--- src/rtl/sdiv_pkg.sv ---
package sdiv_pkg;
  typedef enum logic {
    RND_TRUNC = 1'b0,
    RND_FLOOR = 1'b1
  } rnd_mode_e;

  typedef enum logic [1:0] {
    ST_IDLE = 2'd0,
    ST_RUN  = 2'd1,
    ST_FIX  = 2'd2
  } div_state_e;
endpackage

--- src/rtl/sdiv_core.sv ---
// Restoring divider on unsigned magnitudes, one quotient bit per step.
module sdiv_core #(
  parameter int WIDTH = 16
) (
  input  logic             clk_i,
  input  logic             rst_ni,
  input  logic             load_i,
  input  logic             step_i,
  input  logic [WIDTH-1:0] num_i,
  input  logic [WIDTH-1:0] den_i,
  output logic [WIDTH-1:0] quo_o,
  output logic [WIDTH-1:0] rem_o
);
  logic [WIDTH-1:0] part_q, acc_q, den_q;
  logic [WIDTH:0]   shifted;
  logic             fits;

  assign shifted = {part_q, acc_q[WIDTH-1]};
  assign fits    = shifted >= {1'b0, den_q};

  always_ff @(posedge clk_i or negedge rst_ni) begin
    if (!rst_ni) begin
      part_q <= '0;
      acc_q  <= '0;
      den_q  <= '0;
    end else if (load_i) begin
      part_q <= '0;
      acc_q  <= num_i;
      den_q  <= den_i;
    end else if (step_i) begin
      part_q <= fits ? WIDTH'(shifted - {1'b0, den_q}) : shifted[WIDTH-1:0];
      acc_q  <= {acc_q[WIDTH-2:0], fits};
    end
  end

  assign quo_o = acc_q;
  assign rem_o = part_q;
endmodule

--- src/rtl/sdiv_fixup.sv ---
// Sign restoration plus optional floor adjustment.
module sdiv_fixup
  import sdiv_pkg::*;
#(
  parameter int WIDTH = 16
) (
  input  rnd_mode_e        mode_i,
  input  logic [WIDTH-1:0] num_i,
  input  logic [WIDTH-1:0] den_i,
  input  logic [WIDTH-1:0] quo_mag_i,
  input  logic [WIDTH-1:0] rem_mag_i,
  output logic [WIDTH-1:0] quo_o,
  output logic [WIDTH-1:0] rem_o
);
  logic             num_neg, den_neg, signs_differ;
  logic [WIDTH-1:0] quo_t, rem_t;

  assign num_neg      = num_i[WIDTH-1];
  assign den_neg      = den_i[WIDTH-1];
  assign signs_differ = num_neg ^ den_neg;

  always_comb begin
    quo_t = signs_differ ? WIDTH'(0) - quo_mag_i : quo_mag_i;
    rem_t = num_neg ? WIDTH'(0) - rem_mag_i : rem_mag_i;
    quo_o = quo_t;
    rem_o = rem_t;
    if (mode_i == RND_FLOOR && signs_differ && rem_t != '0) begin
      quo_o = quo_t - WIDTH'(1);
      rem_o = rem_t + den_i;
    end
  end
endmodule

--- src/rtl/sdiv_top.sv ---
module sdiv_top
  import sdiv_pkg::*;
#(
  parameter int WIDTH = 16
) (
  input  logic             clk_i,
  input  logic             rst_ni,
  input  logic             start_i,
  input  logic             mode_i,
  input  logic [WIDTH-1:0] dividend_i,
  input  logic [WIDTH-1:0] divisor_i,
  output logic             busy_o,
  output logic             done_o,
  output logic [WIDTH-1:0] quotient_o,
  output logic [WIDTH-1:0] remainder_o,
  output logic             div_by_zero_o,
  output logic             overflow_o
);
  localparam int CNT_W = (WIDTH > 2) ? $clog2(WIDTH) : 1;
  localparam logic [CNT_W-1:0] LAST_STEP = CNT_W'(WIDTH - 1);
  localparam logic [WIDTH-1:0] MOST_NEG = {1'b1, {(WIDTH-1){1'b0}}};

  div_state_e       state_q;
  logic [CNT_W-1:0] step_cnt_q;
  logic [WIDTH-1:0] op_num_q, op_den_q;
  rnd_mode_e        op_mode_q;
  logic             ovf_pend_q;
  logic             accept, den_zero, load, step;
  logic [WIDTH-1:0] num_mag, den_mag, core_quo, core_rem, fix_quo, fix_rem;

  assign accept   = (state_q == ST_IDLE) && start_i;
  assign den_zero = (divisor_i == '0);
  assign load     = accept && !den_zero;
  assign step     = (state_q == ST_RUN);
  assign num_mag  = dividend_i[WIDTH-1] ? WIDTH'(0) - dividend_i : dividend_i;
  assign den_mag  = divisor_i[WIDTH-1]  ? WIDTH'(0) - divisor_i  : divisor_i;

  sdiv_core #(.WIDTH(WIDTH)) u_core (
    .clk_i  (clk_i),
    .rst_ni (rst_ni),
    .load_i (load),
    .step_i (step),
    .num_i  (num_mag),
    .den_i  (den_mag),
    .quo_o  (core_quo),
    .rem_o  (core_rem)
  );

  sdiv_fixup #(.WIDTH(WIDTH)) u_fixup (
    .mode_i    (op_mode_q),
    .num_i     (op_num_q),
    .den_i     (op_den_q),
    .quo_mag_i (core_quo),
    .rem_mag_i (core_rem),
    .quo_o     (fix_quo),
    .rem_o     (fix_rem)
  );

  always_ff @(posedge clk_i or negedge rst_ni) begin
    if (!rst_ni) begin
      state_q       <= ST_IDLE;
      step_cnt_q    <= '0;
      op_num_q      <= '0;
      op_den_q      <= '0;
      op_mode_q     <= RND_TRUNC;
      ovf_pend_q    <= 1'b0;
      done_o        <= 1'b0;
      quotient_o    <= '0;
      remainder_o   <= '0;
      div_by_zero_o <= 1'b0;
      overflow_o    <= 1'b0;
    end else begin
      done_o <= 1'b0;
      unique case (state_q)
        ST_IDLE: if (accept) begin
          op_num_q  <= dividend_i;
          op_den_q  <= divisor_i;
          op_mode_q <= rnd_mode_e'(mode_i);
          if (den_zero) begin
            quotient_o    <= '1;
            remainder_o   <= dividend_i;
            div_by_zero_o <= 1'b1;
            overflow_o    <= 1'b0;
            done_o        <= 1'b1;
          end else begin
            state_q    <= ST_RUN;
            step_cnt_q <= '0;
            ovf_pend_q <= (dividend_i == MOST_NEG) && (divisor_i == '1);
          end
        end
        ST_RUN: begin
          step_cnt_q <= step_cnt_q + CNT_W'(1);
          if (step_cnt_q == LAST_STEP) state_q <= ST_FIX;
        end
        ST_FIX: begin
          quotient_o    <= fix_quo;
          remainder_o   <= fix_rem;
          div_by_zero_o <= 1'b0;
          overflow_o    <= ovf_pend_q;
          done_o        <= 1'b1;
          state_q       <= ST_IDLE;
        end
        default: state_q <= ST_IDLE;
      endcase
    end
  end

  assign busy_o = (state_q != ST_IDLE);
endmodule

--- config.mk ---
export PLATFORM = sky130hd
export DESIGN_NAME = sdiv_top
export DESIGN_NICKNAME = d
export VERILOG_FILES = /design/src/rtl/sdiv_pkg.sv /design/src/rtl/sdiv_core.sv /design/src/rtl/sdiv_fixup.sv /design/src/rtl/sdiv_top.sv
export SDC_FILE = /design/constraint.sdc
export NUM_CORES = 1
export LEC_CHECK = 0
export CORE_MARGIN = 5
export CORE_UTILIZATION = 64
export DETAILED_ROUTE_END_ITERATION = 10
export GPL_TIMING_DRIVEN = 0
export PLACE_DENSITY = 0.85
export SLEW_MARGIN = 0
export SYNTH_ARGS = -nofsm -noshare
export SYNTH_HDL_FRONTEND = slang
export SYNTH_SLANG_ARGS = --single-unit
--- constraint.sdc ---
create_clock -name clk_i -period 5.6 [get_ports clk_i]
set_input_delay 0.84 -clock clk_i [delete_from_list [all_inputs] [get_ports clk_i]]
set_output_delay 0.84 -clock clk_i [all_outputs]
set_load 0.01 [all_outputs]
==> results of run 1 <==
critical path, cell delays in order:
cell	delay, ps
sky130_fd_sc_hd__clkdlybuf4s50_1	560
sky130_fd_sc_hd__or4_1	610
sky130_fd_sc_hd__or3_1	340
sky130_fd_sc_hd__or3_1	470
sky130_fd_sc_hd__o31ai_1	690
sky130_fd_sc_hd__clkbuf_1	420
sky130_fd_sc_hd__buf_1	410
sky130_fd_sc_hd__a31oi_1	170
worst max-delay path by stage:
| stage | to | slack, ps | startpoint | cells after the start |
|---|---|---|---|---|
| floorplan | remainder_o[15] | 2120 | divisor_i[7] | 9 |
| CTS | u_core.quo_o[8] | 1300 | divisor_i[7] | 8 |
| finish | u_core.quo_o[8] | 1300 | divisor_i[7] | 8 |
| global placement | done_o | -400 | rst_ni | 1 |
| global route | u_core.quo_o[8] | 1150 | divisor_i[7] | 8 |
| detailed placement | u_core.quo_o[8] | 950 | divisor_i[7] | 8 |
synthesized netlist by cell type, drive strengths merged (10+ instances only):
cell | number | area share (%)
dfrtp | 108 | 34
nand2 | 97 | 4.6
nor2 | 78 | 3.7
xnor2 | 71 | 7.8
o21ai | 67 | 4.2
a21oi | 61 | 3.8
clkbuf | 45 | 2.1
ha | 41 | 6.4
inv | 36 | 1.7
mux2i | 29 | 3.6
xor2 | 24 | 2.6
mux2 | 20 | 2.8
nor3 | 20 | 1.3
or3 | 18 | 1.4
a31oi | 17 | 1.3
nor2b | 17 | 1.3
a211oi | 16 | 1.6
o31ai | 14 | 1.5
buf | 13 | 0.77
nand2b | 13 | 1.0
nand3 | 13 | 0.82
nand4 | 11 | 0.86
or2 | 10 | 0.78
kinds of logic (layout without fill, tap and decap cells):
logic type | count (synthesis) | after routing | share of synthesized area, %
AOI/OAI and AO/OA | 234 | 234 | 18.77
xor gates and xnor gates | 95 | 95 | 10.43
buffers and inverters | 94 | 181 | 4.579
muxes | 49 | 49 | 6.461
and+or+nand+nor | 311 | 311 | 18.96
adders and majority gates | 43 | 43 | 6.931
DFF | 108 | 108 | 33.87
layout make-up:
cell class                 count  area, µm²  share of cell area (%)
tap                          168      210.2                   2.281
sequential                   108       2703                   29.32
inverter                      36      135.1                   1.466
timing repair buffer          71      725.7                   7.874
clock buffer                   9      225.2                   2.444
clock inverter                 7      76.32                  0.8281
multi-input combinational    732       4911                   53.29
buffer                        58      230.2                   2.498
routing by layer:
layer  global-route usage (%)  share of wire (%)  wire length [µm]  vias up
met5                        0                  0                 0        -
met4                    14.01                4.1               919        0
met3                    3.064                6.7              1515       65
li1                         -                  -                 -     3478
met2                    51.36                 48             10880      324
met1                    41.33                 41              9179     3606
power by group through the flow:
| stage | clock network (mW) | logic (mW) | registers [mW] |
|---|---|---|---|
| 2_1_floorplan | 0 | 3.47 | 1.38 |
| 3_3_place_gp | 0 | 4.43 | 1.44 |
| 3_5_place_dp | 0 | 4.59 | 1.45 |
| 4_1_cts | 0.660 | 4.65 | 1.44 |
| 5_1_grt | 0.698 | 5.18 | 1.49 |
| 6_report | 0.657 | 4.73 | 1.45 |
through the flow:
stage	instance area (µm²)	instances	hold WS (ps)	setup WS, ps
2_1_floorplan	7979	934	443.1	2122
5_1_grt	9216	1189	471.7	1154
3_3_place_gp	8890	1172	465.7	-397.0
3_5_place_dp	8915	1173	475.4	949.6
4_1_cts	9216	1189	454.8	1304
6_report	9216	1189	440.4	1299
state kept, by name, indices dropped and copies added, names as in the netlist:
name,flops
step_cnt_q,4
quotient_o,16
u_core.quo_o,16
overflow_o,1
u_core.rem_o,16
u_core.den_q,16
state_q,2
op_mode_q,1
ovf_pend_q,1
div_by_zero_o,1
op_den_q,16
done_o,1
remainder_o,16
op_num_q,1
placed cells by master, fill, tap and decap left out, types with 18 or more instances in the layout:
master	n
sky130_fd_sc_hd__a21oi_1	61
sky130_fd_sc_hd__clkbuf_1	45
sky130_fd_sc_hd__clkdlybuf4s50_1	69
sky130_fd_sc_hd__dfrtp_1	108
sky130_fd_sc_hd__ha_1	41
sky130_fd_sc_hd__inv_1	36
sky130_fd_sc_hd__mux2_2	20
sky130_fd_sc_hd__mux2i_1	29
sky130_fd_sc_hd__nand2_1	97
sky130_fd_sc_hd__nor2_1	78
sky130_fd_sc_hd__nor3_1	20
sky130_fd_sc_hd__o21ai_0	66
sky130_fd_sc_hd__or3_1	18
sky130_fd_sc_hd__xnor2_1	71
sky130_fd_sc_hd__xor2_1	24
==> results.txt, run 1 <==
The tightest slew margin relative to the limit came out at 46.78%. The number of clock buffers inserted by TritonCTS came out at 9. STA classifies the critical path startpoint as a primary input.

The half-perimeter wire length after placement came out at 17050 µm. The initial antenna violation count is 0. The flow ran to the end, and the final reports show no timing, DRC or antenna violations. Once detail routing completed, the nets flagged for antenna violations numbered 0. The switching power share of the total is 48.89%. The share of total power dissipated in sequential elements is 21.3%.

The largest net degree at the start of global routing came out at 73. The first global-routing pass estimated 36170 µm of wire. The maximum operating frequency came out at 232.5 MHz.

The worst setup path is of the primary input to flip-flop kind. In this run the worst hold path is classified as primary input to asynchronous set/reset pin. The synthesized design contains 0 enable-type register cells. The via count of the first global-routing pass is 6947. The synthesized area came out at 7979 µm². In the finished design, the share of the clock period the worst path needs comes to 76.81%. The post-cts resize count is 0. The DRC violations left is 0. The clock net in this run drives a total of 108 sinks.

At the worst endpoint, the arrival time is 4520 ps. The end of the worst register-to-register path is remainder_o[15]. Synthesis inferred 108 register bits. The core utilization of the finished layout came out at 76.10%. The worst reg2reg path depth came out at 15.

The clock tree from TritonCTS is done. In the routed layout, each cell is associated on average with a via count of 6.285. Setup repair after global routing left no endpoint under its margin. Global routing used 31.02% of the available tracks across all layers. The global route total overflow came out at 0. The filler cells instantiated in the layout total 880. The core region is 12110 µm². The combinational group share of total power came out at 69.1%.

After detailed routing, the average wire length per cell comes to 18.92 µm. The floorplan step defined a die boundary enclosing 14800 µm². The share of flip-flops with an asynchronous set or reset after synthesis came out at 100.0%.

After synthesis, the netlist uses 64 different library cells. The sequential cell area fraction in the yosys report came out at 33.87%. The number of iterations in the first detailed-routing pass is 5. The standby leakage power is 3.799 nW.

72 I/O pins were placed. The deepest level of the CTS H-tree came out at 3. The number of DRC violations after detailed-routing iteration 0 came out at 811. The post-route netlist has 6.268% of its cells at a drive strength greater than 1. The share of total power dissipated in the clock network is 9.6%. The worst setup path is captured at a flip-flop. The number of vias in the routed layout is 7473. Setup violations remaining at the end of the flow were counted as 0. The internal cell power came out at 3.497 mW. The largest vdd supply drop is 476.9 µV.

Along the worst path, the maximum fanout reaches 10. For this run, the leading register cell type out of synthesis is sky130_fd_sc_hd__dfrtp_1. The cell count after synthesis came out at 934.

The number of max-cap violations came out at 0. The total power density per cell area is 742.4 nW/µm². The die span in x is 121.7 µm.

The routability-driven placement congestion ratio came out at 0.9772. Clock tree synthesis selected as its root buffer the cell sky130_fd_sc_hd__clkbuf_16. The worst register-to-register path begins at u_core.rem_o[0]. The clock insertion delay at the later pin of the skew report is 360 ps.

The post-synthesis average cell area is 8.543 µm². The required time reported for the critical path endpoint is 5810 ps. The minimum period implied by the final worst setup slack is 4301 ps. In the final design database the tool counted 1095 nets. The final sum of negative setup slack came out at 0 ps. The number of warnings printed during yosys synthesis came out at 0. The floorplan has 40 rows. The final number of max-transition violations came out at 0. The total routed wirelength came out at 22500 µm. The number of hold buffers added after CTS is 0. The clock passes through at most 2 buffers.

The switching power came out at 3.345 mW. The reg-to-reg setup timing slack came out at 1460 ps. The net count after synthesis is 1013. The area overhead of the layout relative to synthesis came out at 15.51%. The total power draw is 6.842 mW.

After clock tree synthesis, the setup repair step added 0 buffers. The die boundary height came out at 121.7 µm. For this configuration, the core starts out at a cell density of 65.88%. The count of input and output buffers is 70. Clock-pin slew was measured on the worst setup and hold paths at 80 ps. The worst-case clock skew is 8.258 ps.

The final antenna diode count is 0. The final hold violation count came to 0. The slew of the pin with the lowest slew margin is 791.6 ps.
(Power assumes the default switching activity.)
==> inputs of run 2 (changes only) <==
Settings changed: CORE_UTILIZATION 64 to 53, PLACE_DENSITY 0.85 to 0.75.
Clock period 5.6 ns to 3.6 ns, I/O delays scaled along.
==> results.txt, run 2 (synthesized netlist as in run 1, its figures left out) <==
Outcome: complete, no violations (unchanged). The area of all sequential standard cells came to 2708 µm² (was 2703 µm²). The clock root buffer is sky130_fd_sc_hd__clkbuf_16 (unchanged). The initial antenna violation count is 0 (unchanged). The post-detailed-route via-to-cell ratio came to 6.128 (was 6.285).

The number of max-cap violations is 0 (unchanged). The amount of wire on met2 after detailed routing came out at 11140 µm (was 10880 µm). The largest net degree at the start of global routing came out at 59 (was 73).

The standby leakage power is 4.045 nW (was 3.799 nW). The slew of the pin with the lowest slew margin was 748.0 ps (was 791.6 ps). The clock insertion delay at the later pin of the skew report is 370 ps (was 360 ps). The routability-driven placement congestion ratio came out at 0.9404 (was 0.9772). The total power draw is 11.40 mW (was 6.842 mW).

The maximum root-to-sink buffer count was 2 (unchanged). The post-route fraction of the period consumed by the critical path is 99.63%. The number of DRC violations after detailed-routing iteration 0 was 730 (was 811). The die area is 17610 µm² (was 14800 µm²).

The total power density per cell area is 1167 nW/µm² (was 742.4 nW/µm²). The global route total overflow came out at 0 (unchanged). The number of iterations in the first detailed-routing pass came out at 5 (unchanged). Commonest cells after routing, fill and taps aside: 104 x sky130_fd_sc_hd__dfrtp_1, 96 x sky130_fd_sc_hd__nand2_1, 78 x sky130_fd_sc_hd__nor2_1, 68 x sky130_fd_sc_hd__clkdlybuf4s50_1, 66 x sky130_fd_sc_hd__xnor2_1 (was 108 x sky130_fd_sc_hd__dfrtp_1, 97 x sky130_fd_sc_hd__nand2_1, 78 x sky130_fd_sc_hd__nor2_1, 71 x sky130_fd_sc_hd__xnor2_1, 69 x sky130_fd_sc_hd__clkdlybuf4s50_1). The largest vdd supply drop came out at 715.2 µV (was 476.9 µV). The sort of element at the end of the critical path was a flip-flop (unchanged).

The half-perimeter wire length after placement was 17160 µm (was 17050 µm). The number of placed instances with taps included came out at 1189 (was 1173). The wire length of the first global-routing pass is 36010 µm (was 36170 µm). The detailed-routing wirelength on met1 came out at 9961 µm (was 9179 µm). The data arrival time of the critical path is 3820 ps (was 4520 ps). The placeable core region came out at 14640 µm² (was 12110 µm²). The area overhead of the layout relative to synthesis is 22.42% (was 15.51%). The tightest slew margin relative to the limit is 49.95% (was 46.78%). The final hold violation count is 0 (unchanged).

The worst-case clock skew came out at 12.42 ps (was 8.258 ps). The kind of start point of the critical path is a flip-flop (was primary input). Setup repair after global routing missed its margin: true (was false).

The count of input and output buffers came out at 70 (unchanged). The initial core utilization was 54.49% (was 65.88%). The number of clock buffers inserted by TritonCTS was 9 (unchanged). The clock transition at the registers of the reported paths is 80 ps (about the same).

The via count of the first global-routing pass is 6811 (was 6947). The highest metal layer used by the detailed router is met4 (unchanged). The total routed wirelength came out at 23570 µm (was 22500 µm). The number of standard-cell rows in the floorplan was 44 (was 40). The minimum period implied by the final worst setup slack came out at 3587 ps. The number of vias in the routed layout came to 7494 (was 7473). The average wire length per cell after detail routing is 19.27 µm (was 18.92 µm).

The final antenna diode count came out at 0 (unchanged). The global-route total usage across every layer came out at 25.49% (was 31.02%). Timing would allow up to 278.8 MHz. The most common library cell in the layout ignoring fill and taps is sky130_fd_sc_hd__dfrtp_1 (unchanged). The die boundary height is 132.7 µm (was 121.7 µm). The total length of routed met3 wires is 1538 µm (was 1515 µm). The boundary pin count is 72 (unchanged). The residual antenna-violating net count after detailed routing came out at 0 (unchanged). The number of hold buffers added after CTS came out at 0 (unchanged). The required time reported for the critical path endpoint is 3830 ps (was 5810 ps). The area of the multi-input gates is 5204 µm² (was 4911 µm²). The class of the tightest hold or removal check was primary input to asynchronous set/reset pin (unchanged). The final number of max-transition violations came out at 0 (unchanged). The final instance count without filler cells is 1223 (was 1189). The top fanout value on the critical path came out at 5 (was 10). The fraction of layout cells with a size suffix above 1 is 12.51% (was 6.268%).

The number of clock sinks is 108 (unchanged). The clock tree from TritonCTS was done (unchanged). The layout filler cell count is 1168 (was 880).

The DRC violations left came out at 0 (unchanged). The deepest level of the CTS H-tree is 3 (unchanged). The die span in x came out at 132.7 µm (was 121.7 µm). The reg-to-reg setup timing slack came out at 10 ps (was 1460 ps). The total of endpoints with negative setup slack in the final report is 0 (unchanged). The path type of the worst setup path is flip-flop to flip-flop (was primary input to flip-flop). The total number of nets in the final design is 1113 (was 1095).
-- run 2: changes by cell type in the layout (fill, tap and decap cells not counted), moves of 5 or more --
cell | before | now
sky130_fd_sc_hd__buf_2 | 10 | 3
sky130_fd_sc_hd__buf_4 | 1 | 19
sky130_fd_sc_hd__clkbuf_1 | 45 | 37
sky130_fd_sc_hd__clkbuf_2 | 0 | 5
sky130_fd_sc_hd__o31ai_1 | 13 | 8
sky130_fd_sc_hd__xnor2_1 | 71 | 66
-- run 2: worst paths after layout --
path,start,to,cells past startpoint
max in group asynchronous,rst_ni,op_num_q[15],2
worst min-delay path,rst_ni,u_core.quo_o[15],1
worst min register to register,quotient_o[8],quotient_o[8],1
worst max register to register,u_core.rem_o[0],remainder_o[15],16
worst max-delay path,u_core.rem_o[0],remainder_o[15],16
min in group clk_i,quotient_o[8],quotient_o[8],1
-- run 2: final cells by class --
class | instances | area share, %
multi-input cells | 732 | 53.27
flip-flops and latches | 108 | 27.72
repair buffers | 91 | 9.287
plain buffers | 56 | 2.677
clock buffers | 11 | 2.587
well taps | 184 | 2.357
inverters | 36 | 1.435
clock inverters | 5 | 0.6661
-- run 2: repair_timing --
action,in CTS,in global routing
gates cloned,0,1
gates resized for setup,23,61
setup endpoints to repair,62,48
buffers inserted,6,13
pin swaps,7,25
-- run 2: worst max-delay path, stage by stage (launching register included) --
cell and delay, ps:
sky130_fd_sc_hd__dfrtp_2 440, sky130_fd_sc_hd__buf_6 130, sky130_fd_sc_hd__inv_6 50, sky130_fd_sc_hd__ha_4 120, sky130_fd_sc_hd__or4b_4 480, sky130_fd_sc_hd__buf_8 160
sky130_fd_sc_hd__o31ai_2 230, sky130_fd_sc_hd__xor2_1 350, sky130_fd_sc_hd__inv_1 130, sky130_fd_sc_hd__ha_4 320, sky130_fd_sc_hd__nand3_1 100, sky130_fd_sc_hd__a211oi_2 300
sky130_fd_sc_hd__o31ai_2 110, sky130_fd_sc_hd__xor2_1 140, sky130_fd_sc_hd__nor2_1 150, sky130_fd_sc_hd__xnor2_1 140, sky130_fd_sc_hd__o21ai_0 90
-- run 2: report_power, final --
part	switching (mW)	internal, mW
Sequential	0.553	1.76
Clock	0.496	0.587
Combinational	4.38	3.61
Total	5.43	5.96
-- run 2: routing by layer --
| layer | track usage (%) | vias to the layer above |
|---|---|---|
| met1 | 34.28 | 3605 |
| met2 | 41.86 | 301 |
| met4 | 10.28 | 0 |
| li1 | - | 3519 |
| met5 | 0 | - |
| met3 | 3.227 | 69 |
-- run 2: through the flow --
step / hold WS [ps] / worst slack [ps] / instance area [µm²] / util, % / setup TNS (ps)
after global placement: 462.7 / -2243 / 8910 / 60.84 / -274250
final: 205.0 / 13.49 / 9768 / 66.70 / 0
after CTS: 240.6 / 8.621 / 9375 / 64.02 / 0
after global routing: 273.6 / -174.7 / 9768 / 66.70 / -1131
after floorplan: 244.4 / 179.0 / 7979 / - / 0
after detailed placement: 484.8 / -882.2 / 8935 / 61.01 / -35650
==> inputs of run 3 (changes only) <==
Settings changed: CTS_CLUSTER_SIZE set to 30.
==> results of run 3 <==
Same layout as run 2: the final DEF is identical, and so are final timing and power.
